--- src/rtl/mul_pkg.sv ---
package mul_pkg;
  typedef enum logic {
    ST_IDLE = 1'b0,
    ST_RUN  = 1'b1
  } mul_state_e;
endpackage

--- src/rtl/mul_ctrl.sv ---
module mul_ctrl
  import mul_pkg::*;
#(
  parameter int WIDTH = 8,
  localparam int IDX_W = (WIDTH > 1) ? $clog2(WIDTH) : 1
) (
  input  logic             clk_i,
  input  logic             rst_ni,
  input  logic             start_i,
  output logic             load_o,
  output logic             step_o,
  output logic             last_o,
  output logic [IDX_W-1:0] idx_o,
  output logic             busy_o,
  output logic             done_o
);
  mul_state_e       st_q;
  logic [IDX_W-1:0] idx_q;
  logic             done_q;

  assign load_o = (st_q == ST_IDLE) && start_i;
  assign step_o = (st_q == ST_RUN);
  assign last_o = step_o && (idx_q == IDX_W'(WIDTH - 1));
  assign idx_o  = idx_q;
  assign busy_o = step_o;
  assign done_o = done_q;

  always_ff @(posedge clk_i or negedge rst_ni) begin
    if (!rst_ni) begin
      st_q   <= ST_IDLE;
      idx_q  <= '0;
      done_q <= 1'b0;
    end else begin
      done_q <= last_o;
      if (load_o) begin
        st_q  <= ST_RUN;
        idx_q <= '0;
      end else if (last_o) begin
        st_q  <= ST_IDLE;
        idx_q <= '0;
      end else if (step_o) begin
        idx_q <= idx_q + 1'b1;
      end
    end
  end

  AST_BUSY_STARTS_AT_ZERO: assert property (@(posedge clk_i) disable iff (!rst_ni)
    $rose(busy_o) |-> (idx_q == '0));
  AST_BUSY_CONTINUES: assert property (@(posedge clk_i) disable iff (!rst_ni)
    (busy_o && !last_o) |=> busy_o);
  AST_LAST_ENDS_RUN: assert property (@(posedge clk_i) disable iff (!rst_ni)
    last_o |=> (!busy_o && done_o));
  AST_DONE_SINGLE: assert property (@(posedge clk_i) disable iff (!rst_ni)
    done_o |=> !done_o);
endmodule

--- src/rtl/mul_addend.sv ---
module mul_addend #(
  parameter int WIDTH       = 8,
  parameter bit SIGNED_MODE = 1'b1,
  localparam int IDX_W = (WIDTH > 1) ? $clog2(WIDTH) : 1,
  localparam int PW    = 2 * WIDTH
) (
  input  logic [WIDTH-1:0] mcand_i,
  input  logic             bit_i,
  input  logic [IDX_W-1:0] idx_i,
  input  logic             last_i,
  output logic [PW-1:0]    addend_o
);
  logic [PW-1:0] ext;
  logic [PW-1:0] shifted;

  generate
    if (SIGNED_MODE) begin : g_sext
      assign ext = {{WIDTH{mcand_i[WIDTH-1]}}, mcand_i};
    end else begin : g_zext
      assign ext = {{WIDTH{1'b0}}, mcand_i};
    end
  endgenerate

  assign shifted = ext << idx_i;

  always_comb begin
    if (!bit_i) begin
      addend_o = '0;
    end else if (SIGNED_MODE && last_i) begin
      // top multiplier bit weighs -2^(WIDTH-1)
      addend_o = (~shifted) + 1'b1;
    end else begin
      addend_o = shifted;
    end
  end
endmodule

--- src/rtl/mul_datapath.sv ---
module mul_datapath #(
  parameter int WIDTH       = 8,
  parameter bit SIGNED_MODE = 1'b1,
  localparam int IDX_W = (WIDTH > 1) ? $clog2(WIDTH) : 1,
  localparam int PW    = 2 * WIDTH
) (
  input  logic             clk_i,
  input  logic             rst_ni,
  input  logic             load_i,
  input  logic             step_i,
  input  logic             last_i,
  input  logic [IDX_W-1:0] idx_i,
  input  logic [WIDTH-1:0] mcand_i,
  input  logic [WIDTH-1:0] mplier_i,
  output logic [PW-1:0]    product_o
);
  logic [WIDTH-1:0] mcand_q;
  logic [WIDTH-1:0] mplier_q;
  logic [PW-1:0]    acc_q;
  logic [PW-1:0]    prod_q;
  logic [PW-1:0]    addend;
  logic [PW-1:0]    sum;

  mul_addend #(
    .WIDTH      (WIDTH),
    .SIGNED_MODE(SIGNED_MODE)
  ) u_addend (
    .mcand_i (mcand_q),
    .bit_i   (mplier_q[idx_i]),
    .idx_i   (idx_i),
    .last_i  (last_i),
    .addend_o(addend)
  );

  // carry out of the 2N-bit sum is dropped
  assign sum = acc_q + addend;

  always_ff @(posedge clk_i or negedge rst_ni) begin
    if (!rst_ni) begin
      mcand_q  <= '0;
      mplier_q <= '0;
      acc_q    <= '0;
      prod_q   <= '0;
    end else begin
      if (load_i) begin
        mcand_q  <= mcand_i;
        mplier_q <= mplier_i;
        acc_q    <= '0;
      end else if (step_i) begin
        acc_q <= sum;
        if (last_i) prod_q <= sum;
      end
    end
  end

  assign product_o = prod_q;

  AST_OPERANDS_HELD: assert property (@(posedge clk_i) disable iff (!rst_ni)
    step_i |=> ($stable(mcand_q) && $stable(mplier_q)));
  AST_PRODUCT_HELD: assert property (@(posedge clk_i) disable iff (!rst_ni)
    !last_i |=> $stable(prod_q));
  AST_LOAD_CLEARS: assert property (@(posedge clk_i) disable iff (!rst_ni)
    load_i |=> (acc_q == '0));
endmodule

--- src/rtl/seq_mul.sv ---
module seq_mul #(
  parameter int WIDTH       = 8,
  parameter bit SIGNED_MODE = 1'b1
) (
  input  logic               clk_i,
  input  logic               rst_ni,
  input  logic               start_i,
  input  logic [WIDTH-1:0]   mcand_i,
  input  logic [WIDTH-1:0]   mplier_i,
  output logic               busy_o,
  output logic               done_o,
  output logic [2*WIDTH-1:0] product_o
);
  localparam int IDX_W = (WIDTH > 1) ? $clog2(WIDTH) : 1;

  logic             load;
  logic             step;
  logic             last;
  logic [IDX_W-1:0] idx;

  mul_ctrl #(.WIDTH(WIDTH)) u_ctrl (
    .clk_i  (clk_i),
    .rst_ni (rst_ni),
    .start_i(start_i),
    .load_o (load),
    .step_o (step),
    .last_o (last),
    .idx_o  (idx),
    .busy_o (busy_o),
    .done_o (done_o)
  );

  mul_datapath #(
    .WIDTH      (WIDTH),
    .SIGNED_MODE(SIGNED_MODE)
  ) u_dp (
    .clk_i    (clk_i),
    .rst_ni   (rst_ni),
    .load_i   (load),
    .step_i   (step),
    .last_i   (last),
    .idx_i    (idx),
    .mcand_i  (mcand_i),
    .mplier_i (mplier_i),
    .product_o(product_o)
  );

  AST_DONE_AFTER_BUSY: assert property (@(posedge clk_i) disable iff (!rst_ni)
    $rose(done_o) |-> $past(busy_o));
  AST_START_IGNORED: assert property (@(posedge clk_i) disable iff (!rst_ni)
    (busy_o && start_i && !last) |=> busy_o);
endmodule

--- config.mk ---
export PLATFORM = sky130hd
export DESIGN_NAME = seq_mul
export DESIGN_NICKNAME = d
export VERILOG_FILES = /design/src/rtl/mul_pkg.sv /design/src/rtl/mul_ctrl.sv /design/src/rtl/mul_addend.sv /design/src/rtl/mul_datapath.sv /design/src/rtl/seq_mul.sv
export SDC_FILE = /design/constraint.sdc
export NUM_CORES = 1
export LEC_CHECK = 0
export ABC_AREA = 1
export BUFFER_PORTS_ARGS = -buffer_cell sky130_fd_sc_hd__buf_2
export CAP_MARGIN = 20
export CORE_ASPECT_RATIO = 1.75
export CORE_MARGIN = 2
export CORE_UTILIZATION = 57
export DETAILED_ROUTE_END_ITERATION = 10
export HOLD_SLACK_MARGIN = 0.08
export PLACE_DENSITY_LB_ADDON = 0.08
export REMOVE_ABC_BUFFERS = 1
export SLEW_MARGIN = 20
export SYNTH_ARGS = -nofsm -noshare
export SYNTH_HDL_FRONTEND = slang
export SYNTH_SLANG_ARGS = --single-unit
--- constraint.sdc ---
create_clock -name clk_i -period 8.1 [get_ports clk_i]
set_input_delay 1.62 -clock clk_i [delete_from_list [all_inputs] [get_ports clk_i]]
set_output_delay 1.62 -clock clk_i [all_outputs]
set_load 0.02 [all_outputs]
==> parameters.txt, run 1 <==
Parameter                              Value

Logic synthesis
  Cell type contributing the most total cell area after synthesis    sky130_fd_sc_hd__dfrtp_1
  Combined area of all synthesized cells    3542 µm²
  Largest family of logic cells by synthesized area    simple AND/OR/NAND/NOR gates
  Portion of the post-synthesis area used by sequential elements    37.44%
  Flip-flop and latch count after synthesis    53
  Share of synthesized flip-flops with an asynchronous set or reset    100.0%
  Post-Synthesis Cells    457
  Number of distinct library cells after synthesis    39
  Share of the synthesized netlist area taken by xor and xnor gates    ~2.5%
  Most area-consuming cells after synthesis    sky130_fd_sc_hd__dfrtp_1 (37%), sky130_fd_sc_hd__nand2_1 (13%), sky130_fd_sc_hd__ha_1 (6.4%)
  Synth Area in Adders    6.923%
  Avg Cell Area, Syn    between 7 and 8 µm²
  Area share of and/or/nand/nor cells after synthesis    about 28%
  Synth top area share    37.44%
  Synth Area in Compound Gates    approximately 14%
  Ys Warns    0
  Top flip-flop cell by instance count after synthesis    sky130_fd_sc_hd__dfrtp_1
  Number of flops mapped to enable cells by yosys    0
  Multiplexer fraction of the synthesized cell area    4.769%

Clock network
  Clock Pin Slew Worst Setup and Hold Paths    ~0.090 ns
  Setup bufs post-CTS    0
  Clock insertion delay at the later pin of the skew report    about 0.32 ns
  Hold-fix buffers, CTS    0
  Number of H-tree levels    2
  TritonCTS buffer count    5
  Post-CTS Resized    0
  Max clock buf depth    2
  Clock root buffer    sky130_fd_sc_hd__clkbuf_8
  TritonCTS Sinks    53
  TritonCTS clock tree    yes

GRT
  Number of antenna violations at the first check in global routing    0
  Wire length of the first global-routing pass    12.89 mm
  Grt total ovfl    0
  GRT Util Overall    roughly a quarter
  Via count of the first global-routing pass    ~3000
  Pin count of the biggest net entering global routing    54

Worst setup path
  Count of buffering cells on the critical path with inverters included    3
  Critical Path Start Type    flop
  Critical path cell sequence    ha_1 > ha_1 > nand2_1 > buf_4 > clkinv_1 > o21ai_0 > nand2_1 > fa_1 > inv_1 > a31oi_1 > o21ai_0 > a21oi_1 > o21ai_0 > xor2_1 > o21ai_0
  Cell seen most often among critical-path stages    sky130_fd_sc_hd__o21ai_0
  Critical Path AT    4.39 ns
  Critical path start-end classification    flop to flop
  Capturing element type of the critical path    flop
  FF-to-FF path depth    15
  Worst Path Max Fanout    40
  Crit path depth    15
  Critical-path cell with the highest stage delay    sky130_fd_sc_hd__dfrtp_1
  Top cell family by delay on the critical path    compound AO/OA/AOI/OAI gates
  Worst Path Required    8.28 ns
  Highest cell delay on the worst timing path    0.56 ns

Placement
  Post-DP HPWL    5.681 mm
  Routability-driven placement congestion ratio    0.9070
  Pre-CTS setup slack    3.855 ns
  PortBufs    36
  Post-DP Area    roughly 3800 µm²

Drt
  Post-route DRC    0
  Vias per cell    about 5.5
  WL per Instance    13.06 µm
  DR vias    3096
  Count of TritonRoute iterations in the first routing pass    4
  Antenna Nets Post-Route    0
  Routed WL    7.407 mm
  Count of routing violations after the opening detailed-route iteration    148

STA
  Setup repair after global routing missed its margin    no
  Transition time of the tightest slew-check pin    about 0.66 ns
  Final-layout setup total negative slack    0 ns
  Max-slew violation total from the final report    0
  Number of failing setup endpoints in the final timing report    0
  Post-route worst setup slack    3.892 ns
  Final period demand of the worst path    between 4 and 5 ns
  Worst relative slew slack    56.14%
  Achievable clock frequency    0.2376 GHz
  Fraction of the cycle the final worst path needs    51.95%
  Hold Fails Final Rpt    0
  Skew final    approximately 0.0057 ns

Floorplanning
  Total core area    6086 µm²
  Starting density of the core    58.20%
  Floorplan row count    38
  DIE HEIGHT    around 110 µm
  Full die area    6886 µm²
  Top Ports    37
  Die boundary width    about 64 µm

Hold path
  Kind of path behind the tightest hold check    flop to flop
  Hold path cells    2

Final layout
  Layout Nets    roughly 530
  Syn-to-layout area delta    8.513%
  Fraction of layout cells with a size suffix above 1    20.33%
  Final antenna diode count    0
  Final cell area excluding filler cells    3844 µm²
  Number of fillers in the final layout    roughly 590
  Most frequent cells in the layout    sky130_fd_sc_hd__nand2_1 (126), sky130_fd_sc_hd__dfrtp_1 (53), sky130_fd_sc_hd__o21ai_0 (42), sky130_fd_sc_hd__buf_2 (36)
  Most common library cell in the layout ignoring fill and taps    sky130_fd_sc_hd__nand2_1

Status
  Status    finished clean

Run
  Number of max-cap violations    0
layer usage:
layer / vias up / GRT usage, % / wire, µm
li1: 1586 / - / -
met1: 1431 / 25.52 / 2941
met2: 62 / 43.53 / 3991
met3: 17 / 3.330 / 274
met4: 0 / 12.27 / 199
met5: - / 0 / 0
state kept, by name (all words and copies together), names as in the netlist:
signal / flops
u_dp.mcand_q: 8
u_dp.acc_q: 16
u_dp.product_o: 16
u_ctrl.done_o: 1
u_ctrl.idx_o: 3
u_dp.mplier_q: 8
u_ctrl.busy_o: 1
synthesized netlist by cell type (9+ instances only):
| cell | instances |
|---|---|
| sky130_fd_sc_hd__nand3_1 | 26 |
| sky130_fd_sc_hd__nor2_1 | 23 |
| sky130_fd_sc_hd__nand3_2 | 11 |
| sky130_fd_sc_hd__a21oi_1 | 29 |
| sky130_fd_sc_hd__o21ai_0 | 42 |
| sky130_fd_sc_hd__nor3_1 | 9 |
| sky130_fd_sc_hd__mux2_2 | 15 |
| sky130_fd_sc_hd__dfrtp_1 | 53 |
| sky130_fd_sc_hd__inv_1 | 29 |
| sky130_fd_sc_hd__nand2_1 | 126 |
| sky130_fd_sc_hd__nand2_2 | 13 |
| sky130_fd_sc_hd__ha_1 | 18 |
worst min-delay path, stage by stage (launching register included):
cell,delay (ns)
sky130_fd_sc_hd__dfrtp_1,0.35
sky130_fd_sc_hd__nand2_1,0.05
sky130_fd_sc_hd__o21ai_0,0.06
cell families (layout without fill, tap and decap cells):
family                   Yosys count  in the layout
AND/OR/NAND/NOR                  218            218
flip-flops                        53             53
buffers and inverters             53             83
AO/OA/AOI/OAI                     89             89
adder cells (fa/ha/maj)           19             19
XOR/XNOR                          10             10
multiplexers                      15             15
path summary, 6_finish.rpt:
kind	endpoint	start	slack [ns]
max in group asynchronous	u_ctrl.busy_o$_DFFE_PN0P_	rst_ni	6.25
worst min register to register	u_dp.product_o[8]$_DFFE_PN0P_	u_dp.product_o[8]$_DFFE_PN0P_	0.48
worst max register to register	u_dp.acc_q[14]$_DFFE_PN0P_	u_ctrl.idx_o[0]$_DFFE_PN0P_	3.89
worst min-delay path	u_dp.product_o[8]$_DFFE_PN0P_	u_dp.product_o[8]$_DFFE_PN0P_	0.48
worst max-delay path	u_dp.acc_q[14]$_DFFE_PN0P_	u_ctrl.idx_o[0]$_DFFE_PN0P_	3.89
min in group asynchronous	u_dp.product_o[5]$_DFFE_PN0P_	rst_ni	1.41
metrics by stage:
stage          utilization [%]  hold WS (ns)  std cells
4_1_cts                  63.16        0.4897        567
3_5_place_dp             61.94        0.4680        561
5_1_grt                  63.16        0.5192        567
6_report                 63.16        0.4836        567
2_1_floorplan                -        0.4555        442
3_3_place_gp             61.94        0.4594        561
cell type report:
class / count / area (µm²) / share of cell area, %
multi-input cells: 351 / 1998 / 51.99
flip-flops and latches: 53 / 1326 / 34.51
repair buffers: 39 / 202.7 / 5.273
inverters: 38 / 142.6 / 3.711
well taps: 80 / 100.1 / 2.604
clock buffers: 5 / 68.82 / 1.790
clock inverters: 1 / 5.005 / 0.1302
Power of run 1 is not shown: default switching activity piles up to over one toggle a cycle in this logic, so the estimate is an artifact.
==> run 2, diff against run 1 <==
--- a/config.mk
+++ b/config.mk
@@ -10,7 +10,7 @@
 export CAP_MARGIN = 20
 export CORE_ASPECT_RATIO = 1.75
 export CORE_MARGIN = 2
-export CORE_UTILIZATION = 57
+export CORE_UTILIZATION = 54
 export DETAILED_ROUTE_END_ITERATION = 10
 export HOLD_SLACK_MARGIN = 0.08
 export PLACE_DENSITY_LB_ADDON = 0.08
==> constraint.sdc (replaced) <==
create_clock -name clk_i -period 3.7 [get_ports clk_i]
set_input_delay 0.74 -clock clk_i [delete_from_list [all_inputs] [get_ports clk_i]]
set_output_delay 0.74 -clock clk_i [all_outputs]
set_load 0.02 [all_outputs]
==> run 2 against run 1 <==
- worst hold slack worse by 0.029 ns
- fmax is 21% higher
- via count rose by 2.4%
- critical path type unchanged
- critical endpoint is now u_dp.product_o[13]$_DFFE_PN0P_
- highest routed layer unchanged
==> parameters.txt, run 2 (same netlist as run 1, synthesis figures left out) <==
Parameter                              Value

Final layout
  Final antenna diode count    0
  Number of fillers in the final layout    622
  Fraction of layout cells with a size suffix above 1    23.46%
  Syn-to-layout area delta    13.78%
  Most frequent cells in the layout    sky130_fd_sc_hd__nand2_1 (126), sky130_fd_sc_hd__dfrtp_1 (51), sky130_fd_sc_hd__o21ai_0 (41), sky130_fd_sc_hd__buf_2 (36)
  Final standard cell count with taps included and fillers excluded    585
  Layout Nets    542
  Most common library cell in the layout ignoring fill and taps    sky130_fd_sc_hd__nand2_1

Drt
  Count of routing violations after the opening detailed-route iteration    151
  Count of TritonRoute iterations in the first routing pass    4
  Post-route DRC    0
  Routed WL    7.893 mm
  WL per Instance    13.49 µm
  Vias per cell    5.419
  Antenna Nets Post-Route    0
  DR vias    3170

Floorplanning
  Starting density of the core    54.99%
  Top Ports    37
  Total core area    6441 µm²
  Full die area    7249 µm²
  DIE HEIGHT    approximately 110 µm
  Die boundary width    65.23 µm
  Floorplan row count    39

STA
  Worst relative slew slack    around three fifths
  Achievable clock frequency    0.2868 GHz
  Fraction of the cycle the final worst path needs    94.24%
  Transition time of the tightest slew-check pin    0.6274 ns
  Skew final    approximately 0.006 ns
  Hold Fails Final Rpt    0
  Final period demand of the worst path    3.487 ns
  Max-slew violation total from the final report    0
  Number of failing setup endpoints in the final timing report    0

GRT
  Grt total ovfl    0
  Number of antenna violations at the first check in global routing    0
  Wire length of the first global-routing pass    13.90 mm
  Pin count of the biggest net entering global routing    29
  GRT Util Overall    24.19%
  Via count of the first global-routing pass    approximately 3200

Worst setup path
  Critical path cell sequence    inv_2 > nand2_1 > nand2_1 > nand3_1 > ha_1 > nand3_1 > inv_2 > nand3_2 > inv_2 > nand3_2 > inv_1 > nand3_1 > nand2_1 > o21ai_1 > a21oi_1 > ha_1 > nand2_1 > a21oi_1 > a211oi_1 > nand3_1 > a31o_2 > or2_2 > nand3_1 > nand2_1
  Worst Path Required    3.88 ns
  Capturing element type of the critical path    flop
  Critical-path cell with the highest stage delay    sky130_fd_sc_hd__dfrtp_2
  Worst setup slack for register-to-register paths    0.21 ns
  Critical Path AT    between 3 and 4 ns
  Worst Path Max Fanout    7
  Highest cell delay on the worst timing path    0.43 ns
  Critical path start-end classification    flop to flop
  Critical Path Start Type    flop

Placement
  Post-DP HPWL    6.328 mm
  Cells after DPL    576
  Routability-driven placement congestion ratio    0.9391
  PortBufs    36

Clock network
  Number of H-tree levels    2
  Clock root buffer    sky130_fd_sc_hd__clkbuf_16
  Clock Pin Slew Worst Setup and Hold Paths    0.07 ns
  TritonCTS Sinks    53
  Max clock buf depth    2
  TritonCTS buffer count    5
  Hold-fix buffers, CTS    0
  TritonCTS clock tree    yes
  Clock insertion delay at the later pin of the skew report    0.29 ns

Status
  Status    finished clean

Run
  Number of max-cap violations    0

Hold path
  Kind of path behind the tightest hold check    primary input to async pin
[run 2: cell types whose count changed in the layout (fill, tap and decap cells not counted), sizes merged]
cell  before  now
buf       39   55
[run 2: layout make-up]
type / instances / area [µm²] / share of cell area (%)
Inverter: 38 / 145.1 / 3.601
Clock inverter: 1 / 5.005 / 0.1242
Multi-Input combinational cell: 351 / 2001 / 49.64
Timing Repair Buffer: 55 / 322.8 / 8.010
Tap cell: 82 / 102.6 / 2.546
Sequential cell: 53 / 1329 / 32.97
Clock buffer: 5 / 125.1 / 3.105
[run 2: worst paths after layout]
check,start,to,cells after the start
max,u_ctrl.idx_o[0]$_DFFE_PN0P_,u_dp.product_o[13]$_DFFE_PN0P_,24
min,rst_ni,u_dp.product_o[5]$_DFFE_PN0P_,1
max reg2reg,u_ctrl.idx_o[0]$_DFFE_PN0P_,u_dp.product_o[13]$_DFFE_PN0P_,24
min reg2reg,u_dp.product_o[13]$_DFFE_PN0P_,u_dp.product_o[13]$_DFFE_PN0P_,2
max in group asynchronous,rst_ni,u_ctrl.idx_o[0]$_DFFE_PN0P_,2
min in group clk_i,u_dp.product_o[13]$_DFFE_PN0P_,u_dp.product_o[13]$_DFFE_PN0P_,2
[run 2: worst max-delay path, delay by kind of cell (launching register included)]
| kind | cells | cell delay (ns) |
|---|---|---|
| adders and majority gates | 2 | 0.57 |
| AOI/OAI and AO/OA | 5 | 0.72 |
| and+or+nand+nor | 13 | 1.37 |
| DFF | 1 | 0.43 |
| buffers and inverters | 4 | 0.27 |
[run 2: timing repair]
action / 4_1_cts / 5_1_grt
buffers inserted: 0 / 3
endpoints found under the setup margin: 0 / 8
gates resized for setup: 0 / 6
[run 2: routing by layer]
layer,wire [µm],share of wire (%),track usage (%),vias up
li1,-,-,-,1620
met1,3150,40,26.82,1480
met2,4339,55,44.49,52
met3,187,2.4,3.350,18
met4,216,2.7,10.00,0
met5,0,0,0,-
[run 2: metrics by stage]
step	setup WS, ns	area [µm²]	TNS [ns]	hold slack (ns)	utilization, %
floorplan	-0.3339	3467	-2.174	0.4444	-
global placement	0.1662	3870	0	0.4597	60.08
detailed placement	0.1026	3870	0	0.4683	60.08
CTS	0.08361	4000	0	0.4771	62.10
global route	-0.01537	4030	-0.02339	0.5085	62.57
finish	0.2132	4030	0	0.4546	62.57
Power of run 2 is left out for the same reason.
